## config.mk

```make
export PLATFORM = sky130hd
export DESIGN_NAME = dropout_mask_gen
export DESIGN_NICKNAME = d
export VERILOG_FILES = /design/src/rtl/mg_pkg.sv /design/src/rtl/mg_gen.sv /design/src/rtl/mg_sipo.sv /design/src/rtl/mg_fifo.sv /design/src/rtl/dropout_mask_gen.sv
export SDC_FILE = /design/constraint.sdc
export NUM_CORES = 1
export LEC_CHECK = 0
export ABC_CLOCK_PERIOD_IN_PS = 3300
export BUFFER_PORTS_ARGS = -buffer_cell sky130_fd_sc_hd__buf_4
export CAP_MARGIN = 10
export CORE_ASPECT_RATIO = 0.9
export CORE_MARGIN = 1
export CORE_UTILIZATION = 50
export CTS_CLUSTER_SIZE = 30
export DETAILED_ROUTE_END_ITERATION = 8
export PLACE_DENSITY = 0.72
export SKIP_CTS_REPAIR_TIMING = 1
export SYNTH_ARGS = -nofsm -noshare
export SYNTH_HDL_FRONTEND = slang
export SYNTH_HIERARCHICAL = 1
export SYNTH_SLANG_ARGS = --single-unit
```

## constraint.sdc

```tcl
create_clock -name clk -period 3.3 [get_ports clk]
set_input_delay 0.99 -clock clk [delete_from_list [all_inputs] [get_ports clk]]
set_output_delay 0.99 -clock clk [all_outputs]
set_load 0.01 [all_outputs]
```

## src/rtl/mg_pkg.sv

```systemverilog
package mg_pkg;
  localparam int GEN_W = 32;

  // one step of a generator: shift left, feed in the xor of the tap bits
  function automatic logic [GEN_W-1:0] gen_next(input logic [GEN_W-1:0] s);
    return {s[GEN_W-2:0], s[31] ^ s[21] ^ s[1] ^ s[0]};
  endfunction

  // a zero seed would lock the register; substitute index+1
  function automatic logic [GEN_W-1:0] seed_fix(input logic [GEN_W-1:0] s, input int idx);
    return (s == '0) ? GEN_W'(idx + 1) : s;
  endfunction

  // number of ANDed bits selected by the probability code
  function automatic int sel_to_k(input int code, input int kmax);
    int k;
    k = (code == 0) ? 1 : code;
    return (k > kmax) ? kmax : k;
  endfunction
endpackage

```

## src/rtl/mg_gen.sv

```systemverilog
module mg_gen
  import mg_pkg::*;
#(
  parameter int IDX = 0
) (
  input  logic             clk,
  input  logic             rst_n,
  input  logic [GEN_W-1:0] seed_i,
  input  logic             step_i,
  output logic             bit_o
);
  logic [GEN_W-1:0] state;

  always_ff @(posedge clk) begin
    if (!rst_n)      state <= seed_fix(seed_i, IDX);
    else if (step_i) state <= gen_next(state);
  end

  assign bit_o = state[GEN_W-1];

  AST_STATE_NONZERO: assert property (@(posedge clk) disable iff (!rst_n)
    state != '0);
endmodule

```

## src/rtl/mg_sipo.sv

```systemverilog
module mg_sipo #(
  parameter int PF = 8
) (
  input  logic          clk,
  input  logic          rst_n,
  input  logic          bit_i,
  input  logic          full_i,
  output logic          step_o,
  output logic          push_o,
  output logic [PF-1:0] word_o
);
  localparam int CW = $clog2(PF + 1);

  logic [CW-1:0] cnt;
  logic [PF-1:0] sr;
  logic          word_ready;

  assign word_ready = (cnt == CW'(PF));
  assign step_o     = !word_ready;
  assign push_o     = word_ready && !full_i;
  assign word_o     = sr;

  always_ff @(posedge clk) begin
    if (!rst_n) begin
      cnt <= '0;
      sr  <= '0;
    end else if (step_o) begin
      cnt <= cnt + CW'(1);
      sr  <= {bit_i, sr[PF-1:1]};
    end else if (push_o) begin
      cnt <= '0;
    end
  end

  AST_STALL_HOLD: assert property (@(posedge clk) disable iff (!rst_n)
    (word_ready && full_i) |=> $stable(sr));
endmodule

```

## src/rtl/mg_fifo.sv

```systemverilog
module mg_fifo #(
  parameter int W     = 8,
  parameter int DEPTH = 4
) (
  input  logic         clk,
  input  logic         rst_n,
  input  logic         push_i,
  input  logic [W-1:0] data_i,
  input  logic         pop_i,
  output logic [W-1:0] data_o,
  output logic         full_o,
  output logic         empty_o
);
  localparam int AW = (DEPTH > 1) ? $clog2(DEPTH) : 1;
  localparam int NW = $clog2(DEPTH + 1);

  logic [W-1:0]  mem [DEPTH];
  logic [AW-1:0] wr_ptr, rd_ptr;
  logic [NW-1:0] count;
  logic          do_push, do_pop;

  function automatic logic [AW-1:0] ptr_inc(input logic [AW-1:0] p);
    return (p == AW'(DEPTH - 1)) ? '0 : p + AW'(1);
  endfunction

  assign full_o  = (count == NW'(DEPTH));
  assign empty_o = (count == '0);
  assign do_push = push_i && !full_o;
  assign do_pop  = pop_i && !empty_o;
  assign data_o  = mem[rd_ptr];

  always_ff @(posedge clk) begin
    if (do_push) mem[wr_ptr] <= data_i;
  end

  always_ff @(posedge clk) begin
    if (!rst_n) begin
      wr_ptr <= '0;
      rd_ptr <= '0;
      count  <= '0;
    end else begin
      if (do_push) wr_ptr <= ptr_inc(wr_ptr);
      if (do_pop)  rd_ptr <= ptr_inc(rd_ptr);
      count <= count + NW'(do_push) - NW'(do_pop);
    end
  end

  AST_NO_OVERFLOW: assert property (@(posedge clk) disable iff (!rst_n)
    full_o |-> !push_i);
  AST_NO_UNDERFLOW: assert property (@(posedge clk) disable iff (!rst_n)
    (empty_o && pop_i && !push_i) |=> empty_o);
endmodule

```

## src/rtl/dropout_mask_gen.sv

```systemverilog
module dropout_mask_gen
  import mg_pkg::*;
#(
  parameter int PF    = 8,
  parameter int K_MAX = 3,
  parameter int DEPTH = 4,
  localparam int SW   = $clog2(K_MAX + 1)
) (
  input  logic                   clk,
  input  logic                   rst_n,
  input  logic [K_MAX*GEN_W-1:0] seed_i,
  input  logic [SW-1:0]          prob_sel_i,
  input  logic                   pop_i,
  output logic [PF-1:0]          mask_o,
  output logic                   empty_o
);
  logic [K_MAX-1:0] gen_bits;
  logic             step, push, full, mask_bit;
  logic [PF-1:0]    word;
  int               k_sel;

  for (genvar j = 0; j < K_MAX; j++) begin : g_gen
    mg_gen #(.IDX(j)) i_gen (
      .clk    (clk),
      .rst_n  (rst_n),
      .seed_i (seed_i[j*GEN_W +: GEN_W]),
      .step_i (step),
      .bit_o  (gen_bits[j])
    );
  end

  assign k_sel = sel_to_k(int'(prob_sel_i), K_MAX);

  always_comb begin
    mask_bit = 1'b1;
    for (int j = 0; j < K_MAX; j++)
      if (j < k_sel) mask_bit = mask_bit & gen_bits[j];
  end

  mg_sipo #(.PF(PF)) i_sipo (
    .clk    (clk),
    .rst_n  (rst_n),
    .bit_i  (mask_bit),
    .full_i (full),
    .step_o (step),
    .push_o (push),
    .word_o (word)
  );

  mg_fifo #(.W(PF), .DEPTH(DEPTH)) i_fifo (
    .clk     (clk),
    .rst_n   (rst_n),
    .push_i  (push),
    .data_i  (word),
    .pop_i   (pop_i),
    .data_o  (mask_o),
    .full_o  (full),
    .empty_o (empty_o)
  );

  AST_EMPTY_AFTER_RESET: assert property (@(posedge clk)
    $rose(rst_n) |-> empty_o);
  AST_NO_STEP_ON_PUSH: assert property (@(posedge clk) disable iff (!rst_n)
    push |-> !step);
endmodule

```

==> run_results.csv <==
group,metric,value,unit
run_status,status,"complete, no violations",
worst_setup_path,worst_ep_required_time,3620,ps
logic_synthesis,syn_inst,408,
routing,vias,3727,
global_route,grt_pass1_wl,19100,um
global_route,grt_pass1_vias,3914,
worst_setup_path,critPathCaptureType,"flop",
cells_and_area,nets,634,
sta,worstMarginPinSlew,612,ps
logic_synthesis,ys.flop_type,"edfxtp_1",
routing,wl_per_cell,16.6,um
global_route,grt_use_total,0.186,
clocking,htreeDepth,4,
place,dp_hpwl,7920,um
worst_setup_path,critical-path-slowest-cell,"fa_1",
routing,drc,0,
logic_synthesis,yosysTopAreaCell,"edfxtp_1",
routing,ant_nets,0,
routing,drtPass1Iterations,4,
sta,fin_setup_tns,0,ps
pwr,power.density,624,nW/um2
logic_synthesis,yosysTopAreaCellShare,0.579,
logic_synthesis,ys_ff_latch,149,
cells_and_area,drive_above_1_share,0.498,
routing,via_per_inst,5.32,
sta,slew_viol_final,0,
floorplanning,die_h,111,um
sta,finalSetupViolCount,0,
cells_and_area,final.fill_count,930,
worst_setup_path,cp.arrival,3310,ps
clocking,cts_buffers,17,
place,place_congestion,0.755,
logic_synthesis,yosys-top-cells-area,"edfxtp_1 (58%), mux2_2 (15%), dfxtp_1 (6.3%)",
logic_synthesis,ys_top_cells_by_count,"edfxtp_1 (128), mux2_2 (91), nand2_1 (26)",
logic_synthesis,ys_seq_area_frac,0.643,
logic_synthesis,syn_area_per_cell,16.3,um2
worst_hold_path,hold_class,"flop to flop",
floorplanning,die_w,123,um
sta,clock_skew,6.63,ps
logic_synthesis,synth_area,6630,um2
sta,hold_ws,501,ps
worst_setup_path,critical_path.cell_chain,"inv_1, ha_1, and3b_2, inv_2, nor2_1, nor2b_2, inv_1, ha_1, inv_1, ha_1, fa_1, xnor2_1, xnor2_1, and2_1",
sta,relSlewSlack,0.592,
cells_and_area,num_antenna_cells,0,
logic_synthesis,syn_nets,519,
pwr,power_leakage,3.08,nW
global_route,grt_max_degree,51,
sta,hold_viol,0,
sta,post-route-period-util,0.907,
sta,period_minus_slack,2990,ps
worst_setup_path,path_max_fanout,14,
clocking,insertion_delay,420,ps
worst_setup_path,start_kind,"flop",
worst_setup_path,path_class,"flop to flop",
pwr,ir_drop,0.354,mV
clocking,path_clk_slew,60,ps
global_route,antenna_found_initial,0,
floorplanning,die-area,13700,um2
logic_synthesis,synthArstFlopShare,0,
floorplanning,coreArea,12800,um2
floorplanning,ios,110,
clocking,clk_path_buf_depth,2,
worst_setup_path,slowest_delay,380,ps
clocking,clkSinkCount,149,
routing,routed_wl,11700,um
clocking,cts_tree,"done",
worst_setup_path,path_buf_inv,4,
place,io_buffers,109,
logic_synthesis,yosysMostFrequentCell,"edfxtp_1",
worst_setup_path,path_delay_family,"adder cells",
floorplanning,start_util,0.517,
routing,drt_iter0_drc,196,
logic_synthesis,synth_edf_count,128,
cells_and_area,syn_to_final_growth,23.8,%
logic_synthesis,yosys_warnings,6,
floorplanning,row_count,39,
clocking,cts-root-buf,"clkbuf_16",
global_route,grt.overflow.total,0,
job,maxCapViolations,0,
sta,max_freq,0.334,GHz
sta,rsz0062_at_grt,"false",
logic_synthesis,synth.distinct_cells,40,
## worst reg2reg max path: cells and delay by family (launching register included)
| family | cells | cell delay (ps) |
|---|---|---|
| xor gates and xnor gates | 2 | 270 |
| adders and majority gates | 4 | 980 |
| buffers and inverters | 4 | 370 |
| DFF | 1 | 330 |
| and+or+nand+nor | 4 | 940 |
## registers in the layout, summed over array words and instances (netlist names), named ones only
signal,cells
g_gen.i_gen/state,96
i_fifo/count,3
i_fifo/mem,32
i_fifo/rd_ptr,2
i_fifo/wr_ptr,2
i_sipo/cnt,4
i_sipo/word_o,8
## metrics by stage
step | std cells | power, W | utilization | cell area, um2 | setup WS, ps
after floorplan | 408 | 0.00279 | - | 6630 | 798
after global placement | 668 | 0.00300 | 0.588 | 7550 | 459
after detailed placement | 668 | 0.00303 | 0.588 | 7550 | 340
after CTS | 700 | 0.00518 | 0.640 | 8210 | 295
after global routing | 700 | 0.00533 | 0.640 | 8210 | 67.5
final | 700 | 0.00512 | 0.640 | 8210 | 306
## routing by layer
| layer | routed length, um | up-vias | global-route usage |
|---|---|---|---|
| li1 | - | 1797 | - |
| met1 | 5300 | 1821 | 0.240 |
| met2 | 5590 | 92 | 0.289 |
| met3 | 557 | 17 | 0.0576 |
| met4 | 207 | 0 | 0.0803 |
| met5 | 0 | - | 0 |
## final timing paths
| check | start | to | slack (ps) | cells past startpoint |
|---|---|---|---|---|
| max | i_sipo/cnt[0] | i_fifo/count[2] | 310 | 14 |
| min | i_sipo/cnt[0] | i_sipo/cnt[0] | 500 | 2 |
| max reg2reg | i_sipo/cnt[0] | i_fifo/count[2] | 310 | 14 |
| min reg2reg | i_sipo/cnt[0] | i_sipo/cnt[0] | 500 | 2 |
## cells by family after synthesis
family | Yosys count | synth area share
buf+inv | 30 | 0.0313
xor+xnor | 13 | 0.0172
mux | 102 | 0.186
simple gates | 84 | 0.0747
compound gates | 20 | 0.0277
fa+ha+maj | 10 | 0.0200
flops | 149 | 0.643
## report_power, final
group,leakage (nW),total (W),internal [W],switching (W)
combinational,1.28,0.000626,0.000395,0.000231
sequential,1.48,0.00236,0.00225,0.000115
clock,0.317,0.00213,0.00142,0.000711
## placed cells by master, fill, tap and decap left out, drive strengths merged, types with 8 or more instances in the layout
cell / Yosys / final
edfxtp: 128 / 128
buf: 16 / 115
mux2: 92 / 92
nand2: 26 / 26
nor4: 24 / 24
clkbuf: 3 / 24
dfxtp: 21 / 21
inv: 11 / 11
ha: 9 / 9
a21boi: 9 / 9
mux4: 8 / 8
## cell type report
| class | count | area, um2 | area share |
|---|---|---|---|
| multi-input cells | 229 | 2160 | 0.263 |
| inverters | 11 | 41.3 | 0.00503 |
| clock inverters | 8 | 170 | 0.0207 |
| repair buffers | 115 | 876 | 0.107 |
| clock buffers | 24 | 492 | 0.0599 |
| flip-flops and latches | 149 | 4260 | 0.519 |
| well taps | 164 | 205 | 0.0250 |
No activity file was read; power rests on OpenSTA's default activity.
